### src/rtl/wt_write_buffer.sv
module wt_write_buffer #(
  parameter int AW    = 32,
  parameter int DW    = 32,
  parameter int DEPTH = 4
) (
  input  logic          clk,
  input  logic          rst_n,
  input  logic          cpu_req,
  input  logic          cpu_we,
  input  logic [AW-1:0] cpu_addr,
  input  logic [DW-1:0] cpu_wdata,
  output logic          cpu_ready,
  output logic [DW-1:0] cpu_rdata,
  output logic          mem_req,
  output logic          mem_we,
  output logic [AW-1:0] mem_addr,
  output logic [DW-1:0] mem_wdata,
  input  logic          mem_ack,
  input  logic [DW-1:0] mem_rdata
);
  localparam int PW = $clog2(DEPTH);
  localparam int CW = $clog2(DEPTH + 1);

  logic [AW-1:0] q_addr [DEPTH];
  logic [DW-1:0] q_data [DEPTH];
  logic [PW-1:0] head, tail;
  logic [CW-1:0] count;

  logic          busy, bus_we;
  logic [AW-1:0] bus_addr;
  logic [DW-1:0] bus_wdata;

  logic          fwd_hit;
  logic [DW-1:0] fwd_data;

  always_comb begin
    fwd_hit  = 1'b0;
    fwd_data = '0;
    for (int i = 0; i < DEPTH; i++) begin
      if (CW'(i) < count && q_addr[head + PW'(i)] == cpu_addr) begin
        fwd_hit  = 1'b1;
        fwd_data = q_data[head + PW'(i)];
      end
    end
  end

  wire full    = (count == CW'(DEPTH));
  wire rd_miss = cpu_req && !cpu_we && !fwd_hit;
  wire rd_done = busy && !bus_we && mem_ack;
  wire push    = cpu_req && cpu_we && !full;
  wire pop     = busy && bus_we && mem_ack;

  assign cpu_ready = cpu_req && (cpu_we ? !full : (fwd_hit || rd_done));
  assign cpu_rdata = fwd_hit ? fwd_data : mem_rdata;

  assign mem_req   = busy;
  assign mem_we    = bus_we;
  assign mem_addr  = bus_addr;
  assign mem_wdata = bus_wdata;

  always_ff @(posedge clk) begin
    if (push) begin
      q_addr[tail] <= cpu_addr;
      q_data[tail] <= cpu_wdata;
    end
  end

  always_ff @(posedge clk) begin
    if (!rst_n) begin
      head  <= '0;
      tail  <= '0;
      count <= '0;
    end else begin
      if (push) tail <= tail + 1'b1;
      if (pop)  head <= head + 1'b1;
      count <= count + CW'(push) - CW'(pop);
    end
  end

  always_ff @(posedge clk) begin
    if (!rst_n) begin
      busy      <= 1'b0;
      bus_we    <= 1'b0;
      bus_addr  <= '0;
      bus_wdata <= '0;
    end else if (!busy) begin
      if (rd_miss) begin
        busy     <= 1'b1;
        bus_we   <= 1'b0;
        bus_addr <= cpu_addr;
      end else if (count != '0) begin
        busy      <= 1'b1;
        bus_we    <= 1'b1;
        bus_addr  <= q_addr[head];
        bus_wdata <= q_data[head];
      end
    end else if (mem_ack) begin
      busy <= 1'b0;
    end
  end

  wire unused_rd_done = rd_done;
endmodule

### config.mk
export PLATFORM = sky130hd
export DESIGN_NAME = wt_write_buffer
export DESIGN_NICKNAME = d
export VERILOG_FILES = /design/src/rtl/wt_write_buffer.sv
export SDC_FILE = /design/constraint.sdc
export NUM_CORES = 1
export LEC_CHECK = 0
export CAP_MARGIN = 20
export CORE_MARGIN = 2
export CORE_UTILIZATION = 45
export DETAILED_ROUTE_END_ITERATION = 12
export PLACE_DENSITY = 0.71
export SETUP_SLACK_MARGIN = 0.15
export SLEW_MARGIN = 0
export SYNTH_ARGS = -nofsm -noshare
export SYNTH_HDL_FRONTEND = slang
export SYNTH_SLANG_ARGS = --single-unit
export TNS_END_PERCENT = 10
### constraint.sdc
create_clock -name clk -period 6.45 [get_ports clk]
set_input_delay 1.935 -clock clk [delete_from_list [all_inputs] [get_ports clk]]
set_output_delay 1.935 -clock clk [all_outputs]
set_load 0.005 [all_outputs]
==> results.md <==
* Status: finished with violations
* Failing checks: setup timing
* Layout cells sized above 1 at a little over a third
* Vias per cell at 6.440
* Row count at 78
* CTS Buffer Depth at 3
* Commonest non-fill, non-tap cell in the layout: edfxtp_1
* RSZ-0062 raised after global routing: yes
* Post-synth net total at 1,605
* Placer's final routability congestion estimate at ~0.92
* CTS tree: built
* Setup crit end kind: primary output
* Most frequent cells in the layout: edfxtp_1, mux4_2, buf_4
* Root Buffer: clkbuf_16
* Reg-to-reg endpoint: mem_addr[17]$_SDFFE_PN0P_
* H-tree levels at 2
* R2r worst-path depth at 15
* GRT overflow at 0
* Mux contribution to synthesized area at 30.91%
* Slew @ Worst Pin at 0.9787 ns
* Synth Area in XOR/XNOR at 4.822%
* Worst Path Arrival at around 4.7 ns
* Setup Viol. Count Final at 33
* # fillers at 3,507
* TritonCTS buffer count at 38
* Starting Density at between 40% and 50%
* FF+latch count, synth at around 330
* Largest family of logic cells by synthesized area: multiplexers
* Pre-antenna DRT Iters at 8
* Critical Path RT at 4.51 ns
* Synth Area in Compound Gates at between 7 and 8%
* First-pass GRT wire length at between 90,000 and 100,000 um
* Core Area at roughly 0.045 mm^2
* Max incr delay on CP at between 0.5 and 0.6 ns
* PwrDens at 233.6 mW/mm^2
* Flop-to-flop setup slack at ~1.7 ns
* Post-Synth Adder-Cell Area at less than 1%
* Vias in the first global route at about 15,000
* Clk_skew at between 0.02 and 0.025 ns
* Worst Setup Start Kind: input port
* Die area at between 0.04 and 0.05 mm^2
* WHS Endpoint: mem_wdata[26]$_SDFFE_PN0P_
* Ys async rst share at 0%
* Layout area overhead at 27.70%
* WL final at 63,490 um
* Largest net degree at the start of global routing at between 100 and 150
* Rel. slew slack at 34.76%
* Simple-gate share of the synthesized area at ~6.9%
* Post-Syn Area at just over 0.02 mm^2
* CTS clock-pin slew for the worst setup and hold paths at 0.06 ns
* Initial DRC count at about 1,800
* Post-synth top area share at roughly 37%
* Clk_lat worst skew at around 0.57 ns
* Yosys top cell by area: edfxtp_1
* Die W at roughly 220 um
* Worst Setup Slack, final at -0.1544 ns
* Final nets at between 1,500 and 2,000
* Fin crit period at 6.604 ns
* DRC viols at 0
* CTS Sinks at roughly 330
* Final Hold Viols at 0
* Filler-free cell count of the finished design at between 2,000 and 2,500
* Min-Delay Path Class: flop to flop
* Synth warn at 0
* Max frequency at between 150 and 200 MHz
* Worst path slowest cell: or4_4
* Initial antenna violation count at 2
* HPWL after DPL at approximately 43,000 um
* Dominant synthesized flop cell: edfxtp_1
* Cells after Synth at 1,495
* Area contributors post-synth: edfxtp_1, mux4_2, dfxtp_1, mux2i_1, xnor2_1
* DIE HEIGHT at about 220 um
* Total GRT Usage at 26.62%
* Pwr Total at 6.123 mW
* Syn Area/Cell at between 10 and 15 um^2
* Worst-path cell chain: clkdlybuf4s15_2 > buf_12 > a222oi_1 > a31oi_1 > or4_4 > nor4_4 > buf_4 > or3b_4 > inv_4 > buf_6 > buf_6 > buf_12 > a211oi_4 > buf_2
* R2r startpoint: head[0]$_SDFFE_PN0P_
* WHS Path Cells at 2
* Final Slew Violations at 0
* Unique masters post-synth at 69
* Worst-case vdd ir drop at 230.7 uV
* Static leakage at between 8 and 9 nW
* Sequential fraction of the synthesis area at between 40 and 50%
* DR vias at ~16,000
* Max Fanout on Critical Path at 7
* Tcrit/Tclk final at 102.4%
* Crit Path Class: input port to primary output
* Maxcap violations at 0
* Port Buffers at between 150 and 200
* Wire length per cell at about 26 um
* Antenna Nets Post-Route at 0
* Post-synth EDFFs at between 200 and 300
* Worst Hold Launch: mem_wdata[26]$_SDFFE_PN0P_
* Ports at 200
* Inst Count DP at 2,313
[metrics by stage]
step / hold WS (ns) / util, % / area, um^2 / setup WS [ns] / setup TNS (ns)
global placement: 0.4416 / 53.17 / 24020 / -1.177 / -36.58
detailed placement: 0.4475 / 53.17 / 24020 / -1.243 / -37.99
global route: 0.4763 / 58.01 / 26210 / -0.2351 / -6.080
finish: 0.4560 / 58.01 / 26210 / -0.1544 / -3.397
floorplan: 0.4511 / - / 20530 / 0.2327 / 0
CTS: 0.4582 / 57.71 / 26080 / -0.1405 / -3.095
[final cells by class]
class | count | area, um^2 | area share (%)
Multi-Input combinational cell | 994 | 11090 | 42.30
Sequential cell | 331 | 9204 | 35.12
Timing Repair Buffer | 409 | 3830 | 14.61
Clock buffer | 49 | 1065 | 4.062
Tap cell | 600 | 750.7 | 2.864
Clock inverter | 21 | 198.9 | 0.7590
Inverter | 19 | 73.82 | 0.2817
Antenna cell | 1 | 2.502 | 0.009547
[worst max-delay path: cells and delay by family]
family | cells | cell delay [ns]
buf+inv | 8 | 1.04
simple gates | 3 | 1.02
compound gates | 3 | 0.65
[routing by layer]
layer  vias to the layer above  part of all wire [%]  global-route usage (%)
met3                       126                   9.1                   4.658
met5                         -                 0.022                       0
met1                      7982                    40                   37.58
li1                       6626                     -                       -
met4                         2                   3.4                   8.516
met2                       874                    47                   42.06
[power breakdown]
part | total, mW | leakage, nW | switching [mW] | internal [mW]
Sequential | 2.59 | 2.94 | 0.117 | 2.47
Combinational | 1.35 | 5.10 | 0.671 | 0.680
Clock | 2.18 | 0.622 | 0.886 | 1.29
Total | 6.12 | 8.66 | 1.67 | 4.45
[state kept, by name (all words and copies together) (netlist names), named ones only]
name       cells
head           2
mem_req        1
mem_addr      32
q_data       128
tail           2
q_addr       128
count          3
mem_we         1
mem_wdata     32
[repair_timing]
action	in CTS	in global routing
hold buffers	0	0
endpoints found under the setup margin	33	33
cloned	4	0
gates resized for setup	312	35
buffers inserted	30	4
pin swaps	50	33
[synthesized netlist by cell type (3+ instances only)]
library cell,instances
nand4_1,22
a211oi_1,35
o2111ai_1,6
and2_1,10
nor2_1,118
a221o_1,4
or4_1,3
inv_2,3
dfxtp_1,75
mux2_2,6
nand2_1,94
o2bb2ai_1,4
nor4_1,8
o21a_1,3
nor3_1,7
ha_1,8
o21ai_0,5
buf_4,10
buf_6,18
o22ai_1,43
mux4_2,213
a32oi_1,32
buf_1,16
nand3_1,6
edfxtp_1,256
a31oi_1,3
a21bo_1,3
and3_1,4
a22oi_1,4
mux2i_1,140
buf_2,24
o311a_1,33
mux2_1,7
a21oi_1,15
xnor2_1,88
inv_1,16
clkbuf_1,82
xor2_1,25
nand2b_1,8
nor2b_1,4
[logic make-up (layout without fill, tap and decap cells)]
group                      Yosys count  count (layout)
DFF                                331             331
adders and majority gates            9               9
AOI/OAI and AO/OA                  206             206
other                                0               1
buffers and inverters              170             498
and+or+nand+nor                    300             300
xor gates and xnor gates           113             113
muxes                              366             366
[how the worst max path moves through the flow]
stage,start,endpoint,slack (ns),depth (start not counted)
after floorplan,cpu_addr[14],cpu_rdata[10],0.23,11
final,cpu_addr[15],cpu_rdata[28],-0.15,14
after detailed placement,cpu_addr[0],cpu_rdata[6],-1.24,13
after global routing,cpu_addr[0],cpu_rdata[13],-0.24,16
after CTS,cpu_addr[0],cpu_rdata[12],-0.14,16
after global placement,cpu_addr[0],cpu_rdata[12],-1.18,13
No activity file was read; power rests on OpenSTA's default activity.
